==> config.mk <==
export PLATFORM = sky130hd
export DESIGN_NAME = move_core
export DESIGN_NICKNAME = d
export VERILOG_FILES = /design/src/rtl/mc_pkg.sv /design/src/rtl/mc_alu.sv /design/src/rtl/mc_stack.sv /design/src/rtl/mc_pc.sv /design/src/rtl/move_core.sv
export SDC_FILE = /design/constraint.sdc
export NUM_CORES = 1
export LEC_CHECK = 0
export ABC_AREA = 1
export BUFFER_PORTS_ARGS = -buffer_cell sky130_fd_sc_hd__buf_2
export CORE_ASPECT_RATIO = 0.5
export CORE_MARGIN = 8
export CORE_UTILIZATION = 35
export DETAILED_ROUTE_END_ITERATION = 7
export GPL_ROUTABILITY_DRIVEN = 0
export PLACE_DENSITY = 0.61
export SYNTH_ARGS = -nofsm -noshare
export SYNTH_HDL_FRONTEND = slang
export SYNTH_HIERARCHICAL = 1
export SYNTH_SLANG_ARGS = --single-unit
==> constraint.sdc <==
create_clock -name clk_i -period 4.1 [get_ports clk_i]
set_input_delay 1.025 -clock clk_i [delete_from_list [all_inputs] [get_ports clk_i]]
set_output_delay 1.025 -clock clk_i [all_outputs]
set_load 0.01 [all_outputs]
==> src/rtl/mc_pkg.sv <==
package mc_pkg;
  localparam int DW     = 8;
  localparam int DST_W  = 4;
  localparam int IW     = 1 + DST_W + DW;
  localparam int AW     = 2 * DW;
  localparam int NUM_GPR = 2;

  typedef enum logic [DST_W-1:0] {
    D_NOP     = 4'd0,
    D_GPR0    = 4'd1,
    D_GPR1    = 4'd2,
    D_ALU_A   = 4'd3,
    D_ALU_B   = 4'd4,
    D_ALU_FN  = 4'd5,
    D_PUSH    = 4'd6,
    D_PC_HI   = 4'd7,
    D_PC_LO   = 4'd8,
    D_MADR_LO = 4'd9,
    D_MADR_HI = 4'd10,
    D_MEM_WR  = 4'd11,
    D_JMP_Z   = 4'd12,
    D_JMP_C   = 4'd13
  } dst_e;

  localparam logic [DW-1:0] S_GPR0   = 8'd0;
  localparam logic [DW-1:0] S_ALU_R  = 8'd2;
  localparam logic [DW-1:0] S_ALU_C  = 8'd3;
  localparam logic [DW-1:0] S_ALU_Z  = 8'd4;
  localparam logic [DW-1:0] S_POP    = 8'd5;
  localparam logic [DW-1:0] S_MEM    = 8'd6;
  localparam logic [DW-1:0] S_RET_LO = 8'd7;
  localparam logic [DW-1:0] S_RET_HI = 8'd8;

  typedef enum logic [2:0] {
    F_ADD = 3'd0,
    F_SUB = 3'd1,
    F_AND = 3'd2,
    F_OR  = 3'd3,
    F_XOR = 3'd4,
    F_SHL = 3'd5,
    F_SHR = 3'd6,
    F_ADC = 3'd7
  } alu_fn_e;
endpackage

==> src/rtl/mc_alu.sv <==
module mc_alu
  import mc_pkg::*;
(
  input  logic          clk_i,
  input  logic          rst_ni,
  input  logic          opa_we_i,
  input  logic          fn_we_i,
  input  logic          trig_i,
  input  logic [DW-1:0] bus_i,
  output logic [DW-1:0] res_o,
  output logic          carry_o,
  output logic          zero_o
);
  logic [DW-1:0] opa_q;
  alu_fn_e       fn_q;
  logic [DW:0]   calc;

  always_comb begin
    calc = '0;
    unique case (fn_q)
      F_ADD: calc = {1'b0, opa_q} + {1'b0, bus_i};
      F_SUB: calc = {1'b0, opa_q} - {1'b0, bus_i};
      F_AND: calc = {1'b0, opa_q & bus_i};
      F_OR:  calc = {1'b0, opa_q | bus_i};
      F_XOR: calc = {1'b0, opa_q ^ bus_i};
      F_SHL: calc = {opa_q[DW-1], opa_q[DW-2:0], 1'b0};
      F_SHR: calc = {opa_q[0], 1'b0, opa_q[DW-1:1]};
      F_ADC: calc = {1'b0, opa_q} + {1'b0, bus_i} + {{DW{1'b0}}, carry_o};
      default: calc = '0;
    endcase
  end

  always_ff @(posedge clk_i or negedge rst_ni) begin
    if (!rst_ni) begin
      opa_q   <= '0;
      fn_q    <= F_ADD;
      res_o   <= '0;
      carry_o <= 1'b0;
      zero_o  <= 1'b0;
    end else begin
      if (opa_we_i) opa_q <= bus_i;
      if (fn_we_i)  fn_q  <= alu_fn_e'(bus_i[2:0]);
      if (trig_i) begin
        res_o   <= calc[DW-1:0];
        carry_o <= calc[DW];
        zero_o  <= (calc[DW-1:0] == '0);
      end
    end
  end
endmodule

==> src/rtl/mc_stack.sv <==
module mc_stack #(
  parameter int DW    = 8,
  parameter int DEPTH = 8
) (
  input  logic          clk_i,
  input  logic          rst_ni,
  input  logic          push_i,
  input  logic          pop_i,
  input  logic [DW-1:0] din_i,
  output logic [DW-1:0] top_o,
  output logic          err_o
);
  localparam int PW = $clog2(DEPTH + 1);
  localparam logic [PW-1:0] FULL = PW'(DEPTH);

  logic [DW-1:0] mem_q [DEPTH];
  logic [PW-1:0] sp_q, sp_mid, top_idx;
  logic          empty, pop_ok, push_ok;

  assign empty   = (sp_q == '0);
  assign pop_ok  = pop_i && !empty;
  assign top_idx = sp_q - PW'(1);
  assign sp_mid  = pop_ok ? top_idx : sp_q;
  assign push_ok = push_i && (sp_mid != FULL);

  always_comb begin
    top_o = '0;
    for (int i = 0; i < DEPTH; i++)
      if (!empty && top_idx == PW'(i)) top_o = mem_q[i];
  end

  for (genvar g = 0; g < DEPTH; g++) begin : g_ent
    always_ff @(posedge clk_i or negedge rst_ni) begin
      if (!rst_ni) mem_q[g] <= '0;
      else if (push_ok && sp_mid == PW'(g)) mem_q[g] <= din_i;
    end
  end

  always_ff @(posedge clk_i or negedge rst_ni) begin
    if (!rst_ni) begin
      sp_q  <= '0;
      err_o <= 1'b0;
    end else begin
      sp_q <= sp_mid + PW'(push_ok);
      if ((pop_i && empty) || (push_i && sp_mid == FULL)) err_o <= 1'b1;
    end
  end
endmodule

==> src/rtl/mc_pc.sv <==
module mc_pc #(
  parameter int DW = 8
) (
  input  logic            clk_i,
  input  logic            rst_ni,
  input  logic            hi_we_i,
  input  logic            jump_i,
  input  logic [DW-1:0]   bus_i,
  output logic [2*DW-1:0] pc_o,
  output logic [2*DW-1:0] pc_inc_o
);
  logic [DW-1:0] stage_q;

  assign pc_inc_o = pc_o + (2*DW)'(1);

  always_ff @(posedge clk_i or negedge rst_ni) begin
    if (!rst_ni) begin
      pc_o    <= '0;
      stage_q <= '0;
    end else begin
      if (hi_we_i) stage_q <= bus_i;
      pc_o <= jump_i ? {stage_q, bus_i} : pc_inc_o;
    end
  end
endmodule

==> src/rtl/move_core.sv <==
module move_core
  import mc_pkg::*;
#(
  parameter int STK_DEPTH = 8
) (
  input  logic          clk_i,
  input  logic          rst_ni,
  output logic [AW-1:0] imem_addr_o,
  input  logic [IW-1:0] imem_data_i,
  output logic [AW-1:0] dmem_addr_o,
  output logic [DW-1:0] dmem_wdata_o,
  output logic          dmem_we_o,
  input  logic [DW-1:0] dmem_rdata_i,
  output logic          stk_err_o
);
  logic             imm;
  logic [DST_W-1:0] dst;
  logic [DW-1:0]    src;
  logic [DW-1:0]    bus;
  logic [DW-1:0]    gpr_q [NUM_GPR];
  logic [DW-1:0]    madr_lo_q, madr_hi_q;
  logic [DW-1:0]    alu_res, stk_top;
  logic             alu_c, alu_z, pop, jump;
  logic [AW-1:0]    pc, pc_inc;

  assign imm = imem_data_i[IW-1];
  assign dst = imem_data_i[IW-2 -: DST_W];
  assign src = imem_data_i[DW-1:0];
  assign pop = !imm && (src == S_POP);

  // source driver select
  always_comb begin
    bus = '0;
    if (imm) bus = src;
    else begin
      for (int g = 0; g < NUM_GPR; g++)
        if (src == S_GPR0 + DW'(g)) bus = gpr_q[g];
      unique case (src)
        S_ALU_R:  bus = alu_res;
        S_ALU_C:  bus = {{(DW-1){1'b0}}, alu_c};
        S_ALU_Z:  bus = {{(DW-1){1'b0}}, alu_z};
        S_POP:    bus = stk_top;
        S_MEM:    bus = dmem_rdata_i;
        S_RET_LO: bus = pc_inc[DW-1:0];
        S_RET_HI: bus = pc_inc[AW-1:DW];
        default: ;
      endcase
    end
  end

  assign jump = (dst == D_PC_LO) ||
                (dst == D_JMP_Z && alu_z) ||
                (dst == D_JMP_C && alu_c);

  for (genvar g = 0; g < NUM_GPR; g++) begin : g_gpr
    always_ff @(posedge clk_i or negedge rst_ni) begin
      if (!rst_ni) gpr_q[g] <= '0;
      else if (dst == D_GPR0 + DST_W'(g)) gpr_q[g] <= bus;
    end
  end

  always_ff @(posedge clk_i or negedge rst_ni) begin
    if (!rst_ni) begin
      madr_lo_q <= '0;
      madr_hi_q <= '0;
    end else begin
      if (dst == D_MADR_LO) madr_lo_q <= bus;
      if (dst == D_MADR_HI) madr_hi_q <= bus;
    end
  end

  mc_alu u_alu (
    .clk_i    (clk_i),
    .rst_ni   (rst_ni),
    .opa_we_i (dst == D_ALU_A),
    .fn_we_i  (dst == D_ALU_FN),
    .trig_i   (dst == D_ALU_B),
    .bus_i    (bus),
    .res_o    (alu_res),
    .carry_o  (alu_c),
    .zero_o   (alu_z)
  );

  mc_stack #(.DW(DW), .DEPTH(STK_DEPTH)) u_stk (
    .clk_i  (clk_i),
    .rst_ni (rst_ni),
    .push_i (dst == D_PUSH),
    .pop_i  (pop),
    .din_i  (bus),
    .top_o  (stk_top),
    .err_o  (stk_err_o)
  );

  mc_pc #(.DW(DW)) u_pc (
    .clk_i    (clk_i),
    .rst_ni   (rst_ni),
    .hi_we_i  (dst == D_PC_HI),
    .jump_i   (jump),
    .bus_i    (bus),
    .pc_o     (pc),
    .pc_inc_o (pc_inc)
  );

  assign imem_addr_o  = pc;
  assign dmem_addr_o  = {madr_hi_q, madr_lo_q};
  assign dmem_wdata_o = bus;
  assign dmem_we_o    = (dst == D_MEM_WR);
endmodule

==> impl_metrics.py, run 1 <==
metrics = {
    "worst_setup_path": {
        "path_max_fanout": 5,
        "crit_top_cell": "nand2_1",
        "worst_ep_arrival_time_ns": 3.14,
        "crit_path_max_incr_delay_ns": 0.40,
        "reg2reg_depth": 33,
        "required_ns": 3.07,
        "cp_slowest_cell": "dfrtp_1",
        "cp-end-kind": "output pin",
        "worst-setup-path-type": "reg -> out",
        "cp-start-kind": "flip-flop",
    },
    "die": {
        "io_pins": 65,
        "chipHeight_microns": 133,
        "initial_utilization_pct": 35.9,
        "die_w_microns": 250,
        "rows": 42,
        "coreArea_sq_um": 26600,
        "dieArea_sq_um": 33200,
    },
    "detailed_routing": {
        "drt-total-wl_microns": 29400,
        "firstDrtPassIters": 8,
        "via_per_inst": 4.86,
        "ant_nets": 0,
        "vias": 9206,
        "avgRoutedWirePerCell_microns": 15.5,
        "drtIter0Drc": 778,
        "drc": 0,
    },
    "synth": {
        "synth_top_area_share_pct": 38.2,
        "synthesis.area_sq_um": 9560,
        "yosysUniqueCellTypes": 51,
        "ys_seq_elements": 146,
        "avgSynthCellArea_sq_um": 7.00,
        "synthFlopType": "dfrtp_1",
        "synthCells": 1366,
        "synth_fp_nets": 1425,
        "yosysSeqAreaShare_pct": 38.2,
        "ys_warn_count": 6,
        "synth_area_leaders": "dfrtp_1, nand2_1, inv_1",
        "yosysTopAreaCell": "dfrtp_1",
        "synth_common_cells": "nand2_1, inv_1, dfrtp_1, nand3_1, nor2_1",
        "synth_edf_count": 0,
        "yosysMostFrequentCell": "nand2_1",
        "ys_async_sr_fraction_pct": 100,
    },
    "placed_design": {
        "port_buffers": 64,
        "dp_cells": 1844,
        "hpwl_microns": 22000,
        "pre_cts_slack_ns": -0.0372,
    },
    "power": {
        "vdd_drop_max_uv": 321,
        "p_int_mw": 3.98,
        "p_clk_share_pct": 23.7,
        "swShare_pct": 40.9,
        "p_total_mw": 6.74,
        "p_switching_mw": 2.75,
        "leakage_nw": 6.15,
        "seqPwrFrac_pct": 31.2,
        "powerDensity_nw_per_um2": 562,
        "combPwrFrac_pct": 45.2,
    },
    "sta": {
        "skew_ns": 0.0115,
        "setup_viol": 2,
        "final.setup.worst_slack_ns": -0.0607,
        "rsz0062_at_grt": "yes",
        "hold_violations": 0,
        "period_needed_ns": 4.16,
        "finalMaxSlewViolations": 0,
        "relSlewSlack_pct": 36.7,
        "fmax_ghz": 0.240,
        "fin_crit_sh_pct": 101,
        "worst_pin_slew_ns": 0.946,
    },
    "finish": {
        "drive_above_1_share_pct": 23.1,
        "synthToLayoutAreaGrowth_pct": 25.5,
        "diodes": 0,
        "fin_nets": 1587,
        "n_fill_cell": 2685,
        "stdcell_count": 1893,
    },
    "global_route": {
        "grt_pass1_vias": 9045,
        "antenna_found_initial": 0,
        "grt_pass1_wl_microns": 48200,
        "grt_overflow": 0,
        "grt_start_max_net_pins": 79,
        "grt_use_total_pct": 18.0,
    },
    "clock_network": {
        "clkSinkCount": 146,
        "cts_tree": "done",
        "cts_buffers": 17,
        "root_buffer": "clkbuf_16",
        "ctsHoldBuffers": 0,
        "path_clk_slew_ns": 0.06,
        "clock_latency_ns": 0.44,
        "htreeDepth": 4,
        "clockBufferDepth": 2,
    },
    "worst_hold_path": {
        "hold_depth": 2,
        "hold_class": "reg -> reg",
    },
    "status": {
        "status": "complete, but fails checks",
        "violations": "negative setup slack",
    },
    "run": {
        "maxCapViolCount": 0,
    },
}
## state kept, by name, summed over array words and instances, names as in the netlist
| register | cells |
|---|---|
| gpr_q | 16 |
| madr_hi_q | 8 |
| madr_lo_q | 8 |
| u_alu/carry_o | 1 |
| u_alu/fn_q | 3 |
| u_alu/opa_q | 8 |
| u_alu/res_o | 8 |
| u_alu/zero_o | 1 |
| u_pc/pc_o | 16 |
| u_pc/stage_q | 8 |
| u_stk/err_o | 1 |
| u_stk/mem_q | 64 |
| u_stk/sp_q | 4 |
## cells in the final DEF (no fill, tap or decap), types with 3 or more instances in the layout
cell type / instances
a21oi_1: 12
a21oi_2: 5
buf_12: 6
buf_2: 62
buf_4: 89
buf_6: 13
clkbuf_16: 17
clkinv_4: 3
dfrtp_1: 144
ha_1: 22
ha_2: 4
ha_4: 8
inv_1: 157
inv_2: 25
inv_4: 3
inv_6: 4
inv_8: 3
mux2_2: 4
nand2_1: 486
nand2_2: 32
nand2_4: 7
nand3_1: 113
nand3_2: 6
nand3b_1: 4
nand4_1: 25
nor2_1: 72
nor2_2: 15
nor2_4: 16
o21ai_0: 54
o21ai_1: 69
o21ai_2: 10
xor2_1: 6
## worst max-delay path: cells and delay by family (launching register included)
kind                   cells  cell delay (ns)
AND/OR/NAND/NOR           19             1.48
flip-flops                 1             0.40
buffers and inverters      7             0.81
## power by group through the flow
stage	Clock, mW	Combinational, mW	Sequential, mW
CTS	1.63	2.92	2.09
global route	1.69	3.39	2.15
detailed placement	0	2.60	2.10
finish	1.59	3.04	2.10
floorplan	0	1.61	2.07
global placement	0	2.58	2.10
## path summary, 6_finish.rpt
path | from | end | slack (ns)
setup / recovery | u_stk/sp_q[1] | dmem_wdata_o[3] | -0.06
hold / removal | u_pc/stage_q[1] | u_pc/pc_o[9] | 0.47
setup reg to reg | u_stk/sp_q[1] | u_alu/zero_o | 0.01
hold reg to reg | u_pc/stage_q[1] | u_pc/pc_o[9] | 0.47
max in group asynchronous | rst_ni | u_stk/mem_q[29] | 2.63
min in group asynchronous | rst_ni | u_alu/opa_q[6] | 0.61
## cell families after synthesis
family / Yosys count / share of synthesized area [%]
muxes: 4 / 0.471
and+or+nand+nor: 788 / 36.1
xor gates and xnor gates: 12 / 1.53
adders and majority gates: 36 / 4.87
DFF: 146 / 38.2
AOI/OAI and AO/OA: 166 / 9.61
buffers and inverters: 214 / 9.14
## what timing repair did
item	in CTS	in global routing
pin swaps	34	28
endpoints found under the setup margin	12	17
gates resized for setup	62	48
buffers inserted	18	6
hold endpoints to repair	0	0
## cell type report
| class | instances | area (sq um) | area share (%) |
|---|---|---|---|
| clock buffer | 18 | 429 | 3.58 |
| clock inverter | 14 | 168 | 1.40 |
| inverter | 186 | 706 | 5.88 |
| multi-input combinational | 1006 | 5330 | 44.5 |
| sequential | 146 | 3660 | 30.5 |
| tap | 352 | 440 | 3.67 |
| timing repair buffer | 171 | 1260 | 10.5 |
## per-layer routing
layer | vias to the layer above | track usage (%) | routed length, microns
li1 | 4640 | - | -
met1 | 4316 | 23.2 | 13800
met2 | 200 | 30.3 | 13900
met3 | 50 | 3.56 | 1160
met4 | 0 | 5.28 | 598
met5 | - | 0 | 0
## through the flow
stage	hold slack (ns)	instance area [sq um]	utilization, %	TNS, ns
4_1_cts	0.474	11800	44.4	-0.0712
2_1_floorplan	0.442	9560	-	0
3_3_place_gp	0.453	10900	40.7	-0.00429
5_1_grt	0.501	12000	45.0	-3.17
6_report	0.472	12000	45.0	-0.0822
3_5_place_dp	0.460	10900	40.7	-0.0591
(Power assumes the default switching activity.)
==> inputs of run 2 (changes only) <==
--- a/config.mk
+++ b/config.mk
@@ -5,7 +5,6 @@
 export SDC_FILE = /design/constraint.sdc
 export NUM_CORES = 1
 export LEC_CHECK = 0
-export ABC_AREA = 1
 export BUFFER_PORTS_ARGS = -buffer_cell sky130_fd_sc_hd__buf_2
 export CORE_ASPECT_RATIO = 0.5
 export CORE_MARGIN = 8
==> impl_metrics.py, run 2 <==
metrics = {
    "global_route": {
        "grt_pass1_wl_microns": 54600,
        "antenna_found_initial": 0,
        "grt_pass1_vias": 9484,
        "grt_overflow": 0,
        "grt_use_total_pct": 20.4,
        "grt_start_max_net_pins": 63,
    },
    "finish": {
        "fin_nets": 1304,
        "synthToLayoutAreaGrowth_pct": 38.9,
        "drive_above_1_share_pct": 46.4,
        "fin_area_sq_um": 13600,
        "largest_register_ffs": 64,
        "regMostFlops": "u_stk/mem_q",
        "largestRegisters": "u_stk/mem_q: 64 flops, gpr_q: 16 flops, u_pc/pc_o: 16 flops",
        "diodes": 0,
        "final_cell_mix": "buf_4, dfrtp_1, mux2_2, nand2_1, buf_2",
        "layout_commonest_cell": "buf_4",
        "n_fill_cell": 2428,
    },
    "synth": {
        "yosysTopAreaCell": "dfrtp_1",
        "synthFlopType": "dfrtp_1",
        "synth_fp_nets": 1036,
        "ys_async_sr_fraction_pct": 100,
        "synth_area_leaders": "dfrtp_1, mux2_2, ha_1",
        "yosysUniqueCellTypes": 100,
        "synth_edf_count": 0,
        "ys_seq_elements": 146,
        "yosysSeqAreaShare_pct": 37.4,
        "synth_top_area_share_pct": 37.4,
        "synthCells": 977,
        "synth_common_cells": "dfrtp_1, mux2_2, nand2_1, o21ai_0, a21oi_1",
        "yosysMostFrequentCell": "dfrtp_1",
        "avgSynthCellArea_sq_um": 10.0,
        "ys_warn_count": 6,
        "synthesis.area_sq_um": 9770,
    },
    "die": {
        "chipHeight_microns": 134,
        "io_pins": 65,
        "rows": 43,
        "dieArea_sq_um": 33800,
        "initial_utilization_pct": 35.4,
        "coreArea_sq_um": 27600,
        "die_w_microns": 252,
    },
    "worst_setup_path": {
        "cp-end-kind": "flip-flop",
        "crit_path_max_incr_delay_ns": 0.58,
        "cp_slowest_cell": "fa_2",
        "cp-start-kind": "flip-flop",
        "crit_family": "compound AO/OA/AOI/OAI gates",
        "path_max_fanout": 4,
        "cp_cell_sequence": "inv_8, ha_4, or2_4, o21ai_4, a21oi_2, nand2b_4, o211ai_1, a21oi_2, mux4_2, nand2_2, a221o_1, nand2_4, ha_4, fa_2, ha_4, mux4_2, mux2i_4, nand2_1, a21oi_2, o211ai_1, o41ai_2",
        "worst_ep_arrival_time_ns": 5.26,
        "required_ns": 4.43,
        "r2r_slack_ns": -0.83,
        "worst-setup-path-type": "reg -> reg",
        "timing.critical_path.buf_inv": 1,
    },
    "sta": {
        "rsz0062_at_grt": "yes",
        "fmax_ghz": 0.203,
        "skew_ns": 0.0111,
        "relSlewSlack_pct": 17.4,
        "fin_crit_sh_pct": 120,
        "period_needed_ns": 4.93,
        "hold_violations": 0,
        "worst_pin_slew_ns": 1.24,
        "final.setup.worst_slack_ns": -0.831,
        "finalMaxSlewViolations": 0,
        "setup_viol": 17,
    },
    "clock_network": {
        "cts_tree": "done",
        "cts_buffers": 17,
        "clkSinkCount": 146,
        "root_buffer": "clkbuf_16",
        "ctsHoldBuffers": 0,
        "clock_latency_ns": 0.44,
        "path_clk_slew_ns": 0.07,
        "clockBufferDepth": 2,
        "htreeDepth": 4,
    },
    "placed_design": {
        "hpwl_microns": 24800,
        "postPlaceCellArea_sq_um": 12100,
        "port_buffers": 64,
    },
    "detailed_routing": {
        "drtIter0Drc": 1020,
        "firstDrtPassIters": 5,
        "drc": 0,
        "drt-total-wl_microns": 34500,
        "via_per_inst": 5.64,
        "vias": 9254,
        "ant_nets": 0,
        "avgRoutedWirePerCell_microns": 21.0,
    },
    "status": {
        "status": "complete, but fails checks",
        "violations": "negative setup slack",
    },
    "worst_hold_path": {
        "hold_class": "reg -> reg",
    },
    "power": {
        "p_total_mw": 8.04,
        "powerDensity_nw_per_um2": 592,
        "leakage_nw": 5.97,
        "vdd_drop_max_uv": 322,
    },
    "run": {
        "maxCapViolCount": 0,
    },
}
run 2: changes by cell type in the layout (fill, tap and decap cells not counted), sizes merged, moves of 14 or more:
| cell | before | now |
|---|---|---|
| nand3 | 119 | 14 |
| nor2 | 105 | 60 |
| mux2 | 4 | 108 |
| a21oi | 18 | 59 |
| a22o | 0 | 14 |
| nand2 | 525 | 80 |
| nor3 | 2 | 22 |
| nor2b | 0 | 18 |
| buf | 171 | 300 |
| a221oi | 1 | 44 |
| o21ai | 134 | 76 |
| inv | 192 | 55 |
| nand4 | 27 | 6 |
run 2: kinds of logic after synthesis:
group,Yosys count,share of synthesized area (%)
AO/OA/AOI/OAI,294,21.1
AND/OR/NAND/NOR,256,14.9
flip-flops,146,37.4
multiplexers,118,14.6
buffers and inverters,100,4.51
adder cells (fa/ha/maj),36,4.76
XOR/XNOR,27,2.65
run 2: metal layers:
layer	global-route usage, %	up-vias	routed length, microns
li1	-	4168	-
met1	25.4	4647	14500
met4	8.03	0	1200
met5	0	-	0
met3	3.63	92	2130
met2	34.8	347	16700
run 2: metrics by stage:
stage | worst slack [ns] | hold WS (ns) | cells | util (%) | setup TNS (ns)
5_1_grt | -0.976 | 0.511 | 1640 | 49.2 | -10.34
3_5_place_dp | -0.967 | 0.466 | 1577 | 43.8 | -7.71
4_1_cts | -0.770 | 0.477 | 1631 | 48.4 | -6.73
3_3_place_gp | -0.886 | 0.460 | 1577 | 43.8 | -7.16
2_1_floorplan | -0.639 | 0.452 | 977 | - | -3.48
6_report | -0.831 | 0.477 | 1640 | 49.2 | -8.01
run 2: worst min-delay path, stage by stage, from the launching register on:
cell	delay (ns)
dfrtp_1	0.34
a21oi_1	0.04
nand2_1	0.06
run 2: final timing paths:
check / start / endpoint / cells past startpoint
setup / recovery: u_stk/sp_q[0] / u_alu/zero_o / 21
max in group asynchronous: rst_ni / u_stk/sp_q[0] / 2
setup reg to reg: u_stk/sp_q[0] / u_alu/zero_o / 21
hold reg to reg: u_stk/err_o / u_stk/err_o / 2
min in group asynchronous: rst_ni / u_alu/opa_q[6] / 1
hold / removal: u_stk/err_o / u_stk/err_o / 2
run 2: final cells by class:
| cell class | count | area (sq um) | area share [%] |
|---|---|---|---|
| Tap cell | 382 | 478 | 3.52 |
| Sequential cell | 146 | 3650 | 26.9 |
| Clock buffer | 17 | 425 | 3.13 |
| Multi-Input combinational cell | 731 | 6340 | 46.7 |
| Timing Repair Buffer | 300 | 2290 | 16.8 |
| Inverter | 49 | 194 | 1.43 |
| Clock inverter | 15 | 194 | 1.43 |
run 2: power breakdown:
group          leakage [nW]  internal [mW]  switching (mW)
Sequential             1.86           1.89           0.428
Combinational          3.81           2.02            2.04
Clock                 0.296          0.927           0.736
Total                  5.97           4.83            3.21
run 2: timing repair:
| action | CTS | global route |
|---|---|---|
| pin swaps | 55 | 34 |
| buffers inserted | 26 | 13 |
| endpoints found under the setup margin | 18 | 18 |
| resized for setup | 106 | 31 |
